**config.mk**
```make
export PLATFORM = sky130hd
export DESIGN_NAME = scanline_irq
export DESIGN_NICKNAME = d
export VERILOG_FILES = /design/src/rtl/scanline_irq.sv
export SDC_FILE = /design/constraint.sdc
export NUM_CORES = 1
export LEC_CHECK = 0
export ABC_AREA = 1
export BUFFER_PORTS_ARGS = -buffer_cell sky130_fd_sc_hd__buf_2
export CAP_MARGIN = 30
export CELL_PAD_IN_SITES_DETAIL_PLACEMENT = 0
export CELL_PAD_IN_SITES_GLOBAL_PLACEMENT = 1
export CORE_MARGIN = 10
export CORE_UTILIZATION = 38
export CTS_CLUSTER_SIZE = 24
export DETAILED_ROUTE_END_ITERATION = 10
export GPL_ROUTABILITY_DRIVEN = 0
export PLACE_DENSITY_LB_ADDON = 0.1
export SLEW_MARGIN = 25
export SYNTH_ARGS = -nofsm -noshare
export SYNTH_HDL_FRONTEND = slang
export SYNTH_SLANG_ARGS = --single-unit
```
**constraint.sdc**
```tcl
create_clock -name clk -period 2.4 [get_ports clk]
set_input_delay 0.72 -clock clk [delete_from_list [all_inputs] [get_ports clk]]
set_output_delay 0.72 -clock clk [all_outputs]
set_load 0.02 [all_outputs]
```
**src/rtl/scanline_irq.sv**
```systemverilog
module scanline_irq #(
  parameter int CNT_W   = 8,
  parameter int LOW_MIN = 3
) (
  input  logic             clk,
  input  logic             rst_n,
  input  logic [15:0]      cpu_addr,
  input  logic [CNT_W-1:0] cpu_data,
  input  logic             cpu_we,
  input  logic             ppu_a12,
  input  logic             render_en,
  output logic             irq_n
);
  localparam int LW = $clog2(LOW_MIN + 1);
  localparam logic [LW-1:0] LOW_SAT = LW'(LOW_MIN);

  logic [15:0]      reg_sel;
  logic [LW-1:0]    low_cnt;
  logic [CNT_W-1:0] cnt, latch, cnt_nxt;
  logic             irq_en, pending, tick;
  logic             wr_latch, wr_reload, wr_off, wr_on;

  assign reg_sel   = cpu_addr & 16'hE001;
  assign wr_latch  = cpu_we && reg_sel == 16'hC000;
  assign wr_reload = cpu_we && reg_sel == 16'hC001;
  assign wr_off    = cpu_we && reg_sel == 16'hE000;
  assign wr_on     = cpu_we && reg_sel == 16'hE001;

  assign tick    = ppu_a12 && render_en && low_cnt == LOW_SAT;
  assign cnt_nxt = (cnt == '0) ? latch : cnt - 1'b1;
  assign irq_n   = ~pending;

  always_ff @(posedge clk) begin
    if (!rst_n)
      low_cnt <= '0;
    else if (ppu_a12)
      low_cnt <= '0;
    else if (low_cnt != LOW_SAT)
      low_cnt <= low_cnt + 1'b1;
  end

  always_ff @(posedge clk) begin
    if (!rst_n) begin
      cnt     <= '0;
      latch   <= '0;
      irq_en  <= 1'b0;
      pending <= 1'b0;
    end else begin
      if (wr_latch)
        latch <= cpu_data;
      if (wr_reload)
        cnt <= '0;
      else if (tick)
        cnt <= cnt_nxt;
      if (wr_off)
        irq_en <= 1'b0;
      else if (wr_on)
        irq_en <= 1'b1;
      if (wr_off)
        pending <= 1'b0;
      else if (tick && !wr_reload && cnt_nxt == '0 && irq_en)
        pending <= 1'b1;
    end
  end
endmodule

```
==> results.toml <==
[global_route]
antenna_found_initial = 0
grt_pass1_vias = 1024
grt_usage_pct = 9.927
grt_start_max_net_pins = 12
grt.overflow.total = 0
grt_pass1_wl_um = 4381

[clock_network]
cts_root_buf = "clkbuf_4"
clock_path_buffers = 2
htreeDepth = 1
cts_tree = "built"
postCtsSetupRepairBufs = 0
cts_buffers = 3
cts_hold_buf = 0
clk_latency_ns = 0.30
cts.sinks = 20
cts-resized-gates = 0
path_clk_slew_ns = 0.11

[pwr]
power_density_nw_per_um2 = 466.5
power_uw = 586.0
leakagePower_nw = 0.6348
vdd_drop_max_v = 0.0002746

[timing]
post-route-period-util_pct = 74.71
hold_viol = 0
tightest_slew_ns = 0.4274
min_period_ns = 1.793
slew_viol_final = 0
skew_ns = 0.002057
max_freq_mhz = 557.7
rsz0062_at_grt = "false"
relSlewSlack_pct = 71.40
holdWs_ns = 0.4620
fin_setup_tns_ns = 0
setup_viol = 0

[finish]
fin_util_pct = 45.55
nNetsFinal = 215
num_antenna_cells = 0
drive_above_1_share_pct = 17.03
areaGrowthSynthToFinish_pct = 14.09

[floorplan]
die_w_um = 73.83
coreArea_um2 = 2758
std_cell_rows = 19
io_pins = 30
die_area_um2 = 5451
start_util_pct = 39.93
dieHeight_um = 73.83

[synth]
syn_area_per_cell_um2 = 6.797
synth.top_cell.area_share_pct = 36.36
synth_nets = 194
ys_seq_elements = 20
synth_area_leaders = "dfxtp_1 36%, nand2_1 11%, nor2_1 9.2%, inv_1 7.2%, o21ai_0 6.8%"
syn_area_um2 = 1101
seq_area_frac_synth_pct = 36.36
yosys.area.top_type = "dfxtp_1"
synth_cell_types = 22
syn_inst = 162
yosysWarnings = 0

[critical_path]
endpoint_kind = "flop"
cp_max_fo = 11
startpoint_type = "flop"
r2r_start = "low_cnt[0]"
r2r_slack_ns = 0.61
critPathKind = "flop to flop"
required_ns = 2.64
r2r_end = "pending"
r2r_cells = 9
cp.arrival_ns = 2.03

[drt]
ant_nets = 0
vias_per_cell = 4.808
first_pass_iters = 4
totalWireLength_um = 2332
drtIter0Drc = 65
via_count = 1024
drcViolationCount = 0
wire_per_inst_um = 10.95

[outcome]
status = "completed"

[flow_run]
drv_cap = 0

[min_path]
whs_path_depth = 2
hold_end = "latch[1]"
holdCritPathClass = "flop to flop"
min_from = "latch[1]"

[place]
io_buffers = 17
place_hpwl_um = 1947
report_power, final:
part           internal [mW]  switching [mW]
registers              0.337         0.00306
clock network         0.0925           0.101
logic                 0.0228          0.0297
total                  0.453           0.133
metrics by stage:
step	std cells	instance area (um2)	worst slack [ns]
2_1_floorplan	162	1101	0.8160
4_1_cts	213	1256	0.5860
5_1_grt	213	1256	0.4036
6_report	213	1256	0.6070
3_5_place_dp	209	1220	0.3978
3_3_place_gp	209	1220	0.4244
registers in the layout, indices dropped and copies added, names as in the netlist:
signal and cells:
cnt 8, irq_en 1, latch 8, low_cnt 2, pending 1
cells in the final DEF, fill, tap and decap left out, types with 3 or more instances in the layout:
cell / count
ha_1: 3
clkbuf_4: 3
nand4_1: 4
nand3_1: 12
inv_1: 21
o211ai_1: 4
a21oi_1: 6
buf_2: 17
dfxtp_1: 20
nand2_1: 33
nor2_1: 27
nand2_4: 3
nor2_4: 3
o21ai_0: 15
cell usage after synthesis:
| library cell | n |
|---|---|
| a21oi_1 | 6 |
| a31oi_1 | 1 |
| buf_2 | 1 |
| clkinv_1 | 1 |
| dfxtp_1 | 20 |
| ha_1 | 3 |
| inv_1 | 21 |
| inv_2 | 1 |
| mux2i_1 | 1 |
| nand2_1 | 33 |
| nand2_4 | 3 |
| nand3_1 | 12 |
| nand4_1 | 4 |
| nor2_1 | 27 |
| nor2_2 | 2 |
| nor2_4 | 3 |
| o211ai_1 | 4 |
| o21ai_0 | 15 |
| or2_0 | 1 |
| or2_2 | 1 |
| xnor2_1 | 1 |
| xor2_1 | 1 |
worst max path at each step:
stage                       from  endpoint  slack (ns)  depth (start not counted)
CTS                   low_cnt[0]   pending        0.59                          9
finish                low_cnt[0]   pending        0.61                          9
detailed placement       ppu_a12   pending        0.40                          9
global placement         ppu_a12   pending        0.42                          9
floorplan           cpu_addr[14]  latch[1]        0.82                          7
global route          low_cnt[0]   pending        0.40                          9
logic make-up (layout without fill, tap and decap cells):
family	Yosys count	in the layout	synth area share [%]
compound gates	26	26	12.84
simple gates	86	86	36.59
flops	20	20	36.36
buf+inv	24	44	8.295
fa+ha+maj	3	3	3.409
xor+xnor	2	2	1.591
mux	1	1	0.9091
layer usage:
layer / vias up / part of all wire [%] / global-route usage, % / routed length, um
met5: - / 0 / 0 / 0
met4: 0 / 0.81 / 3.106 / 19
met3: 4 / 4.2 / 3.769 / 97
met2: 21 / 41 / 14.68 / 952
met1: 434 / 54 / 12.89 / 1262
li1: 565 / - / - / -
critical path, stage by stage (launching register included):
cell     delay (ns)
dfxtp_1        0.36
ha_1           0.23
nand3_1        0.21
inv_1          0.32
nand2_1        0.08
nor2_1         0.11
nand3_1        0.09
nor2_1         0.08
nand4_1        0.11
a21oi_1        0.13
cell type report:
type / count / area (um2)
repair buffers: 17 / 85.08
fillers: 291 / 1501
multi-input cells: 118 / 609.3
clock buffers: 4 / 36.28
flip-flops and latches: 20 / 400.4
inverters: 23 / 86.33
well taps: 31 / 38.79
No activity file was read; power rests on OpenSTA's default activity.
